**config.mk**
```make
export PLATFORM = sky130hd
export DESIGN_NAME = irq_pend_unit
export DESIGN_NICKNAME = d
export VERILOG_FILES = /design/src/rtl/irq_pkg.sv /design/src/rtl/irq_line_decode.sv /design/src/rtl/irq_tmr_match.sv /design/src/rtl/irq_pend_reg.sv /design/src/rtl/irq_gate.sv /design/src/rtl/irq_pend_unit.sv
export SDC_FILE = /design/constraint.sdc
export NUM_CORES = 1
export LEC_CHECK = 0
export BUFFER_PORTS_ARGS = -buffer_cell sky130_fd_sc_hd__buf_4
export CORE_MARGIN = 1
export CORE_UTILIZATION = 30
export CTS_BUF_LIST = sky130_fd_sc_hd__clkbuf_8 sky130_fd_sc_hd__clkbuf_16
export DETAILED_ROUTE_END_ITERATION = 7
export PLACE_DENSITY = 0.78
export REMOVE_ABC_BUFFERS = 1
export SLEW_MARGIN = 20
export SYNTH_ARGS = -nofsm -noshare
export SYNTH_HDL_FRONTEND = slang
export SYNTH_HIERARCHICAL = 1
export SYNTH_SLANG_ARGS = --single-unit
export TNS_END_PERCENT = 5
```
**constraint.sdc**
```tcl
create_clock -name clk -period 1.5 [get_ports clk]
set_clock_uncertainty 0.2 [all_clocks]
set_input_delay 0.15 -clock clk [delete_from_list [all_inputs] [get_ports clk]]
set_output_delay 0.15 -clock clk [all_outputs]
set_load 0.01 [all_outputs]
```
**src/rtl/irq_pkg.sv**
```systemverilog
package irq_pkg;

    localparam int NUM_LINES  = 8;
    localparam int LINE_IDX_W = $clog2(NUM_LINES);
    localparam int REQ_IDX_W  = LINE_IDX_W + 1;
    localparam int CNT_W      = 32;

    typedef logic [NUM_LINES-1:0]  line_vec_t;
    typedef logic [REQ_IDX_W-1:0]  req_idx_t;
    typedef logic [LINE_IDX_W-1:0] line_idx_t;
    typedef logic [CNT_W-1:0]      cnt_t;

    // Gating inputs that decide whether a pending line may interrupt
    typedef struct packed {
        logic      gie;
        logic      err_lvl;
        logic      exc_lvl;
        line_vec_t mask;
    } irq_ctl_t;

    // Per-cycle update applied to the pending vector
    typedef struct packed {
        line_vec_t set_m;
        line_vec_t clr_m;
        logic      clr_all;
    } pend_upd_t;

    function automatic logic gate_open(input irq_ctl_t c);
        return c.gie && !c.err_lvl && !c.exc_lvl;
    endfunction

    function automatic logic idx_in_range(input req_idx_t idx);
        return idx < req_idx_t'(NUM_LINES);
    endfunction

endpackage

```
**src/rtl/irq_line_decode.sv**
```systemverilog
module irq_line_decode
    import irq_pkg::*;
(
    input  logic      vld,
    input  req_idx_t  idx,
    output line_vec_t hit,
    output logic      bad
);
    for (genvar i = 0; i < NUM_LINES; i++) begin : g_line
        assign hit[i] = vld && (idx == req_idx_t'(i));
    end

    assign bad = vld && !idx_in_range(idx);
endmodule

```
**src/rtl/irq_tmr_match.sv**
```systemverilog
module irq_tmr_match
    import irq_pkg::*;
(
    input  cnt_t      count,
    input  cnt_t      compare,
    input  line_idx_t sel,
    output logic      match,
    output line_vec_t set_m
);
    assign match = (count == compare) && (count != '0);

    for (genvar i = 0; i < NUM_LINES; i++) begin : g_sel
        assign set_m[i] = match && (sel == line_idx_t'(i));
    end
endmodule

```
**src/rtl/irq_pend_reg.sv**
```systemverilog
module irq_pend_reg
    import irq_pkg::*;
(
    input  logic      clk,
    input  logic      rst,
    input  pend_upd_t upd,
    output line_vec_t pend_q
);
    line_vec_t keep_m;
    line_vec_t pend_d;

    always_comb begin
        keep_m = upd.clr_all ? '0 : ~upd.clr_m;
        // sets are applied last so they win over any clear
        pend_d = (pend_q & keep_m) | upd.set_m;
    end

    always_ff @(posedge clk) begin
        if (rst) pend_q <= '0;
        else     pend_q <= pend_d;
    end


    clear_only_target_chk: assert property (@(posedge clk) disable iff (rst)
        (upd.clr_m != '0 && upd.set_m == '0 && !upd.clr_all)
        |=> pend_q == ($past(pend_q) & ~$past(upd.clr_m)));


    clear_all_chk: assert property (@(posedge clk) disable iff (rst)
        (upd.clr_all && upd.set_m == '0) |=> pend_q == '0);


    set_beats_clear_chk: assert property (@(posedge clk) disable iff (rst)
        ((upd.set_m & (upd.clr_m | {NUM_LINES{upd.clr_all}})) != '0)
        |=> (pend_q & $past(upd.set_m)) == $past(upd.set_m));
endmodule

```
**src/rtl/irq_gate.sv**
```systemverilog
module irq_gate
    import irq_pkg::*;
(
    input  logic      clk,
    input  logic      rst,
    input  irq_ctl_t  ctl,
    input  line_vec_t pend,
    output logic      irq_q
);
    always_ff @(posedge clk) begin
        if (rst) irq_q <= 1'b0;
        else     irq_q <= gate_open(ctl) && ((ctl.mask & pend) != '0);
    end


    gate_closed_chk: assert property (@(posedge clk) disable iff (rst)
        (!ctl.gie || ctl.err_lvl || ctl.exc_lvl) |=> !irq_q);


    masked_pending_chk: assert property (@(posedge clk) disable iff (rst)
        (ctl.gie && !ctl.err_lvl && !ctl.exc_lvl && (ctl.mask & pend) != '0)
        |=> irq_q);
endmodule

```
**src/rtl/irq_pend_unit.sv**
```systemverilog
module irq_pend_unit
    import irq_pkg::*;
(
    input  logic        clk,
    input  logic        rst,
    input  logic        post_vld,
    input  logic [3:0]  post_line,
    input  logic        clr_vld,
    input  logic [3:0]  clr_line,
    input  logic        clr_all,
    input  logic        glb_en,
    input  logic        err_lvl,
    input  logic        exc_lvl,
    input  logic [7:0]  line_mask,
    input  logic [31:0] tmr_count,
    input  logic [31:0] tmr_compare,
    input  logic [2:0]  tmr_sel,
    output logic [7:0]  pend_vec,
    output logic        irq_req,
    output logic        any_pend,
    output logic        req_err
);
    line_vec_t post_hit, clr_hit, tmr_set;
    logic      post_bad, clr_bad, tmr_hit;
    pend_upd_t upd;
    irq_ctl_t  ctl;
    line_vec_t pend_q;
    logic      err_q;

    irq_line_decode u_post_dec (
        .vld (post_vld), .idx (post_line), .hit (post_hit), .bad (post_bad)
    );

    irq_line_decode u_clr_dec (
        .vld (clr_vld), .idx (clr_line), .hit (clr_hit), .bad (clr_bad)
    );

    irq_tmr_match u_tmr (
        .count (tmr_count), .compare (tmr_compare), .sel (tmr_sel),
        .match (tmr_hit), .set_m (tmr_set)
    );

    always_comb begin
        upd.set_m   = post_hit | tmr_set;
        upd.clr_m   = clr_hit;
        upd.clr_all = clr_all;
        ctl.gie     = glb_en;
        ctl.err_lvl = err_lvl;
        ctl.exc_lvl = exc_lvl;
        ctl.mask    = line_mask;
    end

    irq_pend_reg u_pend (
        .clk (clk), .rst (rst), .upd (upd), .pend_q (pend_q)
    );

    irq_gate u_gate (
        .clk (clk), .rst (rst), .ctl (ctl), .pend (pend_q), .irq_q (irq_req)
    );

    always_ff @(posedge clk) begin
        if (rst) err_q <= 1'b0;
        else     err_q <= post_bad || clr_bad;
    end

    assign pend_vec = pend_q;
    assign any_pend = pend_q != '0;
    assign req_err  = err_q;


    post_sets_line_chk: assert property (@(posedge clk) disable iff (rst)
        (post_vld && post_line < 4'd8) |=> pend_vec[$past(post_line[2:0])]);


    bad_line_flag_chk: assert property (@(posedge clk) disable iff (rst)
        ((post_vld && post_line >= 4'd8) || (clr_vld && clr_line >= 4'd8))
        |=> req_err);


    bad_line_quiet_chk: assert property (@(posedge clk) disable iff (rst)
        (post_vld && post_line >= 4'd8 && !clr_vld && !clr_all && !tmr_hit)
        |=> pend_vec == $past(pend_vec));


    timer_sets_line_chk: assert property (@(posedge clk) disable iff (rst)
        (tmr_count == tmr_compare && tmr_count != '0)
        |=> pend_vec[$past(tmr_sel)]);
endmodule

```
# Yosys cells after proc, flatten, opt, wreduce, memory -nomap -nowiden
# Index checks and enable logic that the tools add are counted.
# word_totals
reg_bits	10
in_bits	91
output_inout_bits	11
word_cells	74
# op_classes
magnitude_cmp	2
eq_ne	22
mux	1
bitwise	5
reduce_logical	41
# op_table
operator	n
32-bit equality test	1
4-bit by 3-bit equality test with 1-bit output (second input constant)	8
32-bit nonzero test	1
1-bit logical AND	30
8-bit bitwise AND	2
4-bit by 2-bit equality test with 1-bit output (second input constant)	4
8-bit bitwise OR	2
8-bit nonzero test	2
3-bit equality test (second input constant)	4
4-bit by 1-bit equality test with 1-bit output (second input constant)	2
4-bit zero test	2
4-bit < comparator (second input constant)	2
8-bit 2-to-1 mux	1
8-bit inverter	1
3-bit by 2-bit equality test with 1-bit output (second input constant)	2
1-bit zero test	4
3-bit by 1-bit equality test with 1-bit output (second input constant)	1
3-bit zero test	1
1-bit logical OR	1

# Depth between registers and ports, before layout
# Gate-level depths: netlist of run 1.
# depth
word_depth	6
ltp_mapped	7
ltp_nobuf	7

# Modules after synthesis
# Netlist of run 1, hierarchy kept.
# by_module_without_submodules
module	instances	cells_each	area_each_um2	seq_area_each_um2
irq_tmr_match	1	71	575.6	0.0
irq_pend_reg	1	33	304.0	160.2
irq_line_decode	2	14	77.6	0.0
irq_pend_unit	1	14	93.8	20.0
irq_gate	1	7	68.8	20.0

# Least setup slack after synthesis of run 1
# No wires, ideal clock.
# synth_timing
kind	input -> register
startpoint	in tmr_count[26]
endpoint	reg u_pend.pend_q[0]
setup_ps	128
t_arrival_ps	1332
t_required_ps	1172
setup_slack_ps	-160
path_stages	7
n_path_buf	0
cell_sequence	nor4_1 > nand4_1 > nor2_1 > nor4_1 > or2_2 > inv_1 > a21oi_1
# synth_lines
element	line	rtl
from (decl)	irq_pend_unit.sv:15	input logic [31:0] tmr_count,
to (signal assigned)	irq_pend_reg.sv:20	else pend_q <= pend_d;
to (decl)	irq_pend_reg.sv:7	output line_vec_t pend_q

==> impl_metrics.tcl, run 1 <==
set metrics [dict create \
    crit_path_frequent_cell "buf_6" \
    fin_crit_sh_pct 117 \
    yosysWarningCount 6 \
    path_cells "buf_6, buf_4, nor4_1, nand4_1, nor2_2, buf_6, nor4_2, or2_2, inv_2, a21oi_1" \
    port_buffers 101 \
    drive_gt1_share_pct 62.6 \
    dieArea_um2 4230 \
    cts_root_buffer "clkbuf_8" \
    power_density_nw_per_um2 447 \
    start_util_pct 31.9 \
    cp_slowest_cell "nor4_1" \
    drt_iter0_drc 36 \
    cts_num_sinks 10 \
    clk_pin_slew_ns 0.05 \
    slew_headroom_pct 74.8 \
    path_class "in2reg" \
    antenna_found_initial 0 \
    p_sw_uw 331 \
    stdcell_area_um2 2480 \
    clock_path_buffers 2 \
    final_nets 362 \
    synthToLayoutAreaGrowth_pct 108 \
    diodes 0 \
    die_h_um 65.0 \
    routed_via_density 5.05 \
    cp-start-kind "primary input" \
    max_freq_mhz 571 \
    gp_congestion 0.840 \
    syn_inst 152 \
    p_comb_share_pct 44.5 \
    grt_pass1_vias 1540 \
    drv_cap 0 \
    hold_path_class "in2reg" \
    syn_avg_cell_area_um2 7.84 \
    post-route-min-period_ns 1.75 \
    crit_required_ns 1.43 \
    violations "negative hold slack, negative setup slack" \
    cts_tree "yes" \
    grt-ovfl-total 0 \
    internal_power_uw 778 \
    worst_slew_pin_slew_ns 0.374 \
    end_kind "register" \
    critPathMaxFanout 8 \
    pwr-share-clk_pct 30.7 \
    hold_violations 9 \
    grt_max_degree 11 \
    insertion_delay_ns 0.24 \
    setup_viol 8 \
    io_pins 102 \
    num_rows 22 \
    numCtsBuffers 3 \
    setup_slack_ns -0.251 \
    htreeDepth 1 \
    rsz0062_at_grt "true" \
    hpwl_um 3540 \
    wl_per_cell_um 15.7 \
    grt_pass1_wl_um 6720 \
    dr_total_vias 1607 \
    vdd_drop_max_uv 227 \
    wirelength_um 5000 \
    power_leakage_uw 0.00104 \
    status "finished, violations left" \
    slowest_delay_ns 0.33 \
    die_w_um 65.0 \
    finalSetupTns_ns -1.69 \
    pwr-share-seq_pct 24.9 \
    whs_ns -0.0337 \
    cts_setup_buffers 0 \
    post_dp_cell_area_um2 2100 \
    critPathArrivalTime_ns 1.68 \
    hold_buffers 2 \
    core_area_um2 3740 \
    drcViolationCount 0 \
    ant_nets 0 \
    dr.pass1.iters 4 \
    grt_use_total_pct 20.9 \
    report.final.slew_viol_count 0 \
    switching_share_pct 29.9 \
    syn_area_um2 1190 \
]
worst max-delay path: cells and delay by family:
| kind | cells | cell delay, ns |
|---|---|---|
| buffers and inverters | 4 | 0.44 |
| and+or+nand+nor | 5 | 1.04 |
| AOI/OAI and AO/OA | 1 | 0.05 |
layer usage:
layer | track usage, % | vias to the layer above | wire length, um
met2 | 37.0 | 63 | 2800
met4 | 8.42 | 0 | 133
met1 | 23.8 | 743 | 1790
li1 | - | 787 | -
met5 | 0 | - | 0
met3 | 5.11 | 14 | 273
cells in the final DEF, fill, tap and decap left out, drive strengths merged, types with 4 or more instances in the layout:
| cell type | n |
|---|---|
| xor2 | 32 |
| clkbuf | 4 |
| or2 | 8 |
| nand3b | 5 |
| nor4 | 26 |
| or3b | 12 |
| nor3 | 4 |
| nand4 | 4 |
| a21oi | 8 |
| buf | 113 |
| nand2 | 4 |
| dfxtp | 10 |
| nor2 | 16 |
| inv | 8 |
| nand2b | 4 |
per-stage QoR:
stage	instances	hold slack, ns	utilization (%)	setup slack (ns)	total power, uW
detailed placement	312	0.206	56.0	-0.512	682
finish	318	-0.0337	66.2	-0.251	1110
floorplan	151	0.0191	-	-0.113	407
global route	318	-0.0374	66.2	-0.326	1170
CTS	318	-0.0514	58.7	-0.200	1040
global placement	312	0.201	56.0	-0.539	677
registers in the layout, summed over array words and instances, names as in the netlist:
signal / count
u_gate/irq_q: 1
u_pend/pend_q: 8
req_err: 1
final timing paths:
kind                                                  start                     endpoint  slack (ns)  cells past startpoint
worst max-delay path                           tmr_count[5]  u_pend/pend_q[5]$_SDFF_PP0_       -0.25                     10
worst min-delay path                                err_lvl      u_gate/irq_q$_SDFF_PP0_       -0.03                      3
worst max register to register  u_pend/pend_q[6]$_SDFF_PP0_  u_pend/pend_q[6]$_SDFF_PP0_        0.25                      2
worst min register to register  u_pend/pend_q[1]$_SDFF_PP0_  u_pend/pend_q[1]$_SDFF_PP0_        0.41                      2
layout make-up:
class,count,area [um^2]
fill,326,1260
multi-input combinational,133,1230
timing repair buffer,115,898
sequential,10,200
tap,48,60.1
clock buffer,4,55.1
inverter,8,30.0
power groups by stage:
stage | clock [uW] | combinational (uW) | sequential, uW
2_1_floorplan | 0 | 125 | 282
3_3_place_gp | 0 | 397 | 280
3_5_place_dp | 0 | 402 | 280
4_1_cts | 346 | 416 | 275
5_1_grt | 367 | 527 | 276
6_report | 340 | 493 | 276
what timing repair did:
action                                 4_1_cts  5_1_grt
endpoints found under the hold margin       10        9
setup endpoints to repair                    8        9
pin swaps                                    7       31
gates resized for setup                      4       52
Note: power is estimated with default switching activity, not from simulation.
==> inputs of run 2 (changes only) <==
==> constraint.sdc (replaced) <==
create_clock -name clk -period 1.5 [get_ports clk]
set_clock_uncertainty 0.2 [all_clocks]
set_input_delay 0.3 -clock clk [delete_from_list [all_inputs] [get_ports clk]]
set_output_delay 0.3 -clock clk [all_outputs]
set_load 0.01 [all_outputs]
==> impl_metrics.tcl, run 2 (synthesis results as in run 1) <==
set metrics [dict create \
    status "finished, violations left" \
    violations "negative setup slack" \
    final_cell_mix "buf_4, xor2_1, nor2_1" \
    final_common_cell "buf_4" \
    drcViolationCount 0 \
    slew_headroom_pct 75.9 \
    core_area_um2 3740 \
    pre_cts_ws_ns -0.616 \
    regMostFlops "u_pend/pend_q" \
    end_kind "register" \
    whs_ns 0.0988 \
    htreeDepth 1 \
    report.final.slew_viol_count 0 \
    drv_cap 0 \
    gp_congestion 0.853 \
    setup_slack_ns -0.374 \
    cp_slowest_cell "nor4_2" \
    critPathMaxFanout 5 \
    fin_crit_sh_pct 125 \
    grt_max_degree 11 \
    fin_util_pct 62.1 \
    synthToLayoutAreaGrowth_pct 94.9 \
    path_cells "buf_4, xor2_1, nor4_2, nand4_2, buf_4, nor4_1, or2_2, inv_1, a21oi_1" \
    slowest_delay_ns 0.34 \
    post-route-min-period_ns 1.87 \
    largest_reg_flops 8 \
    die_w_um 65.0 \
    gr-usage-met2_pct 35.4 \
    dp.cells 316 \
    power_leakage_uw 0.00103 \
    wirelength_um 4430 \
    finalSetupTns_ns -2.87 \
    rr_worst_depth 2 \
    drt_iter0_drc 45 \
    power_density_nw_per_um2 454 \
    clock_path_buffers 2 \
    io_pins 102 \
    wl_per_cell_um 13.8 \
    max_freq_mhz 534 \
    worst_slew_pin_slew_ns 0.359 \
    port_buffers 101 \
    diodes 0 \
    num_rows 22 \
    ant_nets 0 \
    use_met3_pct 3.52 \
    cts_num_sinks 10 \
    cp-start-kind "primary input" \
    dr_total_vias 1571 \
    hold_violations 0 \
    drive_gt1_share_pct 57.1 \
    crit_required_ns 1.47 \
    critPathTopFamily "simple AND/OR/NAND/NOR gates" \
    crit_path_frequent_cell "buf_4" \
    final_nets 365 \
    path_class "in2reg" \
    die_h_um 65.0 \
    hold_path_class "in2reg" \
    routed_via_density 4.89 \
    busiest_layer "met2" \
    cp.depth 9 \
    holdPathStages 3 \
    dr.pass1.iters 4 \
    rsz0062_at_grt "true" \
    setup_viol 9 \
    met1_usage_pct 24.3 \
    fin_cells 321 \
    grt_pass1_wl_um 6640 \
    start_util_pct 31.9 \
    critPathArrivalTime_ns 1.84 \
    cts_tree "yes" \
    dieArea_um2 4230 \
    vdd_drop_max_uv 225 \
    path_buf_inv 3 \
    antenna_found_initial 0 \
    clk_pin_slew_ns 0.05 \
    grt_pass1_vias 1509 \
    insertion_delay_ns 0.23 \
    grt-ovfl-total 0 \
    hpwl_um 3610 \
    numCtsBuffers 3 \
    grt_use_total_pct 20.1 \
    cts_root_buffer "clkbuf_8" \
]
## run 2: worst register-to-register path, stage by stage, from the launching register on
cell     delay (ns)
dfxtp_1        0.40
or3b_1         0.37
a21oi_1        0.15
## run 2: metal layers
layer	routed length [um]	vias up
li1	-	796
met1	1810	715
met2	2340	50
met3	193	10
met4	89	0
met5	0	-
## run 2: timing repair
| action | CTS | global route |
|---|---|---|
| gates resized for setup | 11 | 9 |
| cloned | 0 | 0 |
| hold buffers | 0 | 0 |
| pin swaps | 9 | 6 |
| setup buffers | 0 | 1 |
| endpoints found under the setup margin | 9 | 9 |
## run 2: cell type report
class / count / area [um^2]
multi-input cells: 133 / 1090
fillers: 342 / 1420
clock buffers: 4 / 55.1
flip-flops and latches: 10 / 200
repair buffers: 118 / 890
well taps: 48 / 60.1
inverters: 8 / 30.0
## run 2: stage by stage
| stage | power [uW] | cell area (um^2) |
|---|---|---|
| floorplan | 407 | 1190 |
| global placement | 685 | 2130 |
| detailed placement | 693 | 2130 |
| CTS | 1050 | 2250 |
| global route | 1120 | 2320 |
| finish | 1060 | 2320 |
## run 2: path summary, 6_finish.rpt
| kind | startpoint | to | slack, ns |
|---|---|---|---|
| min reg2reg | u_pend/pend_q[3]$_SDFF_PP0_ | u_pend/pend_q[3]$_SDFF_PP0_ | 0.40 |
| min | exc_lvl | u_gate/irq_q$_SDFF_PP0_ | 0.1 |
| max reg2reg | u_pend/pend_q[7]$_SDFF_PP0_ | u_pend/pend_q[7]$_SDFF_PP0_ | 0.31 |
| max | tmr_compare[25] | u_pend/pend_q[2]$_SDFF_PP0_ | -0.37 |
## run 2: report_power, final
part	internal [uW]	switching (uW)	total [uW]
sequential	271	4.19	275
clock	231	108	339
combinational	258	182	441
total	761	295	1060
==> inputs of run 3 (changes only) <==
==> constraint.sdc (replaced) <==
create_clock -name clk -period 1.5 [get_ports clk]
set_clock_uncertainty 0.2 [all_clocks]
set_input_delay 0.3 -clock clk [delete_from_list [all_inputs] [get_ports clk]]
set_output_delay 0.3 -clock clk [all_outputs]
set_load 0.1 [all_outputs]
==> impl_metrics.tcl, run 3 (synthesis results as in run 1) <==
set metrics [dict create \
    critPathArrivalTime_ns 1.78 \
    cts_tree "yes" \
    fin_cells 325 \
    hpwl_um 3620 \
    routed_via_density 4.91 \
    power_density_nw_per_um2 465 \
    numCtsBuffers 3 \
    fin_crit_sh_pct 124 \
    die_h_um 65.0 \
    final_common_cell "buf_4" \
    post-route-min-period_ns 1.85 \
    drcViolationCount 0 \
    insertion_delay_ns 0.23 \
    core_area_um2 3740 \
    max_freq_mhz 540 \
    crit_required_ns 1.43 \
    worst_slew_pin_slew_ns 0.362 \
    crit_path_frequent_cell "buf_4" \
    whs_ns 0.103 \
    slew_headroom_pct 75.6 \
    end_kind "register" \
    startpoint "tmr_count[25]" \
    critPathTopFamily "simple AND/OR/NAND/NOR gates" \
    htreeDepth 1 \
    p_sw_uw 338 \
    multi_input_area_um2 1090 \
    final_cell_mix "buf_4, xor2_1, nor4_2" \
    cp.depth 10 \
    dp.cells 320 \
    grt_use_total_pct 20.7 \
    regMostFlops "u_pend/pend_q" \
    critPathMaxFanout 8 \
    largest_reg_flops 8 \
    wirelength_um 4330 \
    setup_slack_ns -0.353 \
    power.total_uw 1100 \
    pre_cts_ws_ns -0.665 \
    wl_per_cell_um 13.3 \
    status "finished, violations left" \
    power_leakage_uw 0.00105 \
    holdPathStages 3 \
    final_nets 369 \
    report.final.slew_viol_count 0 \
    drive_gt1_share_pct 58.8 \
    dr_total_vias 1596 \
    ant_nets 0 \
    grt_max_degree 11 \
    nFillCells 340 \
    start_util_pct 31.9 \
    drv_cap 0 \
    synthToLayoutAreaGrowth_pct 98.7 \
    hold_path_class "in2reg" \
    io_pins 102 \
    hp-start "err_lvl" \
    clock_path_buffers 2 \
    antenna_found_initial 0 \
    hold_buffers 0 \
    dieArea_um2 4230 \
    port_buffers 101 \
    pwr-share-seq_pct 24.9 \
    hold_violations 0 \
    grt-ovfl-total 0 \
    num_rows 22 \
    vdd_drop_max_uv 286 \
    drt_iter0_drc 39 \
    rsz0062_at_grt "true" \
    path_class "in2reg" \
    dr.pass1.iters 4 \
    switching_share_pct 30.7 \
    die_w_um 65.0 \
    stdcell_area_um2 2370 \
    slowest_delay_ns 0.30 \
    post_dp_cell_area_um2 2160 \
    cp-start-kind "primary input" \
    pwr-share-clk_pct 30.1 \
    violations "negative setup slack" \
    diodes 0 \
    register_area_um2 200 \
    cts_root_buffer "clkbuf_8" \
    grt_pass1_wl_um 6760 \
    internal_power_uw 765 \
    cts_num_sinks 10 \
    gp_congestion 0.846 \
    setup_viol 9 \
    clk_pin_slew_ns 0.05 \
    path_cells "buf_4, buf_4, nor4_4, nand4_1, nor2_1, buf_4, nor4_2, or2_2, inv_1, a21oi_1" \
    r2r-start "u_pend/pend_q[1]$_SDFF_PP0_" \
    path_buf_inv 4 \
    p_comb_share_pct 45.0 \
    grt_pass1_vias 1558 \
    rr_worst_depth 4 \
    cp_slowest_cell "or2_2" \
]
[run 3: path summary, 6_finish.rpt]
kind	to	slack [ns]
setup / recovery	u_pend/pend_q[1]$_SDFF_PP0_	-0.35
setup reg to reg	u_gate/irq_q$_SDFF_PP0_	0.22
hold reg to reg	u_pend/pend_q[6]$_SDFF_PP0_	0.41
hold / removal	u_gate/irq_q$_SDFF_PP0_	0.10
[run 3: stage by stage]
| stage | TNS, ns | utilization [%] |
|---|---|---|
| after floorplan | -3.13 | - |
| after global placement | -4.69 | 57.6 |
| after detailed placement | -4.75 | 57.6 |
| after CTS | -2.33 | 61.1 |
| after global routing | -3.33 | 63.3 |
| final | -2.84 | 63.3 |
[run 3: timing repair]
| action | 4_1_cts | 5_1_grt |
|---|---|---|
| gates resized for setup | 11 | 13 |
| pin swaps | 9 | 5 |
| setup buffers | 1 | 0 |
| setup endpoints to repair | 9 | 11 |
[run 3: power groups by stage]
stage	logic [uW]	clock network (uW)	registers, uW
after global routing	531	357	275
after detailed placement	466	0	280
after floorplan	143	0	315
after CTS	481	338	274
after global placement	459	0	280
final	496	332	275
[run 3: worst min-delay path, delay by kind of cell]
family          cells  cell delay, ns
simple gates        1            0.09
compound gates      1            0.03
buf+inv             1            0.07
[run 3: metal layers]
| metal | vias to the layer above | wire length, um | global-route usage (%) |
|---|---|---|---|
| met5 | - | 0 | 0 |
| met4 | 0 | 74 | 4.35 |
| met3 | 6 | 193 | 3.70 |
| met2 | 45 | 2360 | 37.8 |
| met1 | 742 | 1700 | 25.1 |
| li1 | 803 | - | - |
[run 3: final cells by class]
cell class	count	area share (%)
timing repair buffer	122	39.3
sequential	10	8.45
inverter	8	1.27
multi-input combinational	133	46.1
tap	48	2.53
clock buffer	4	2.32
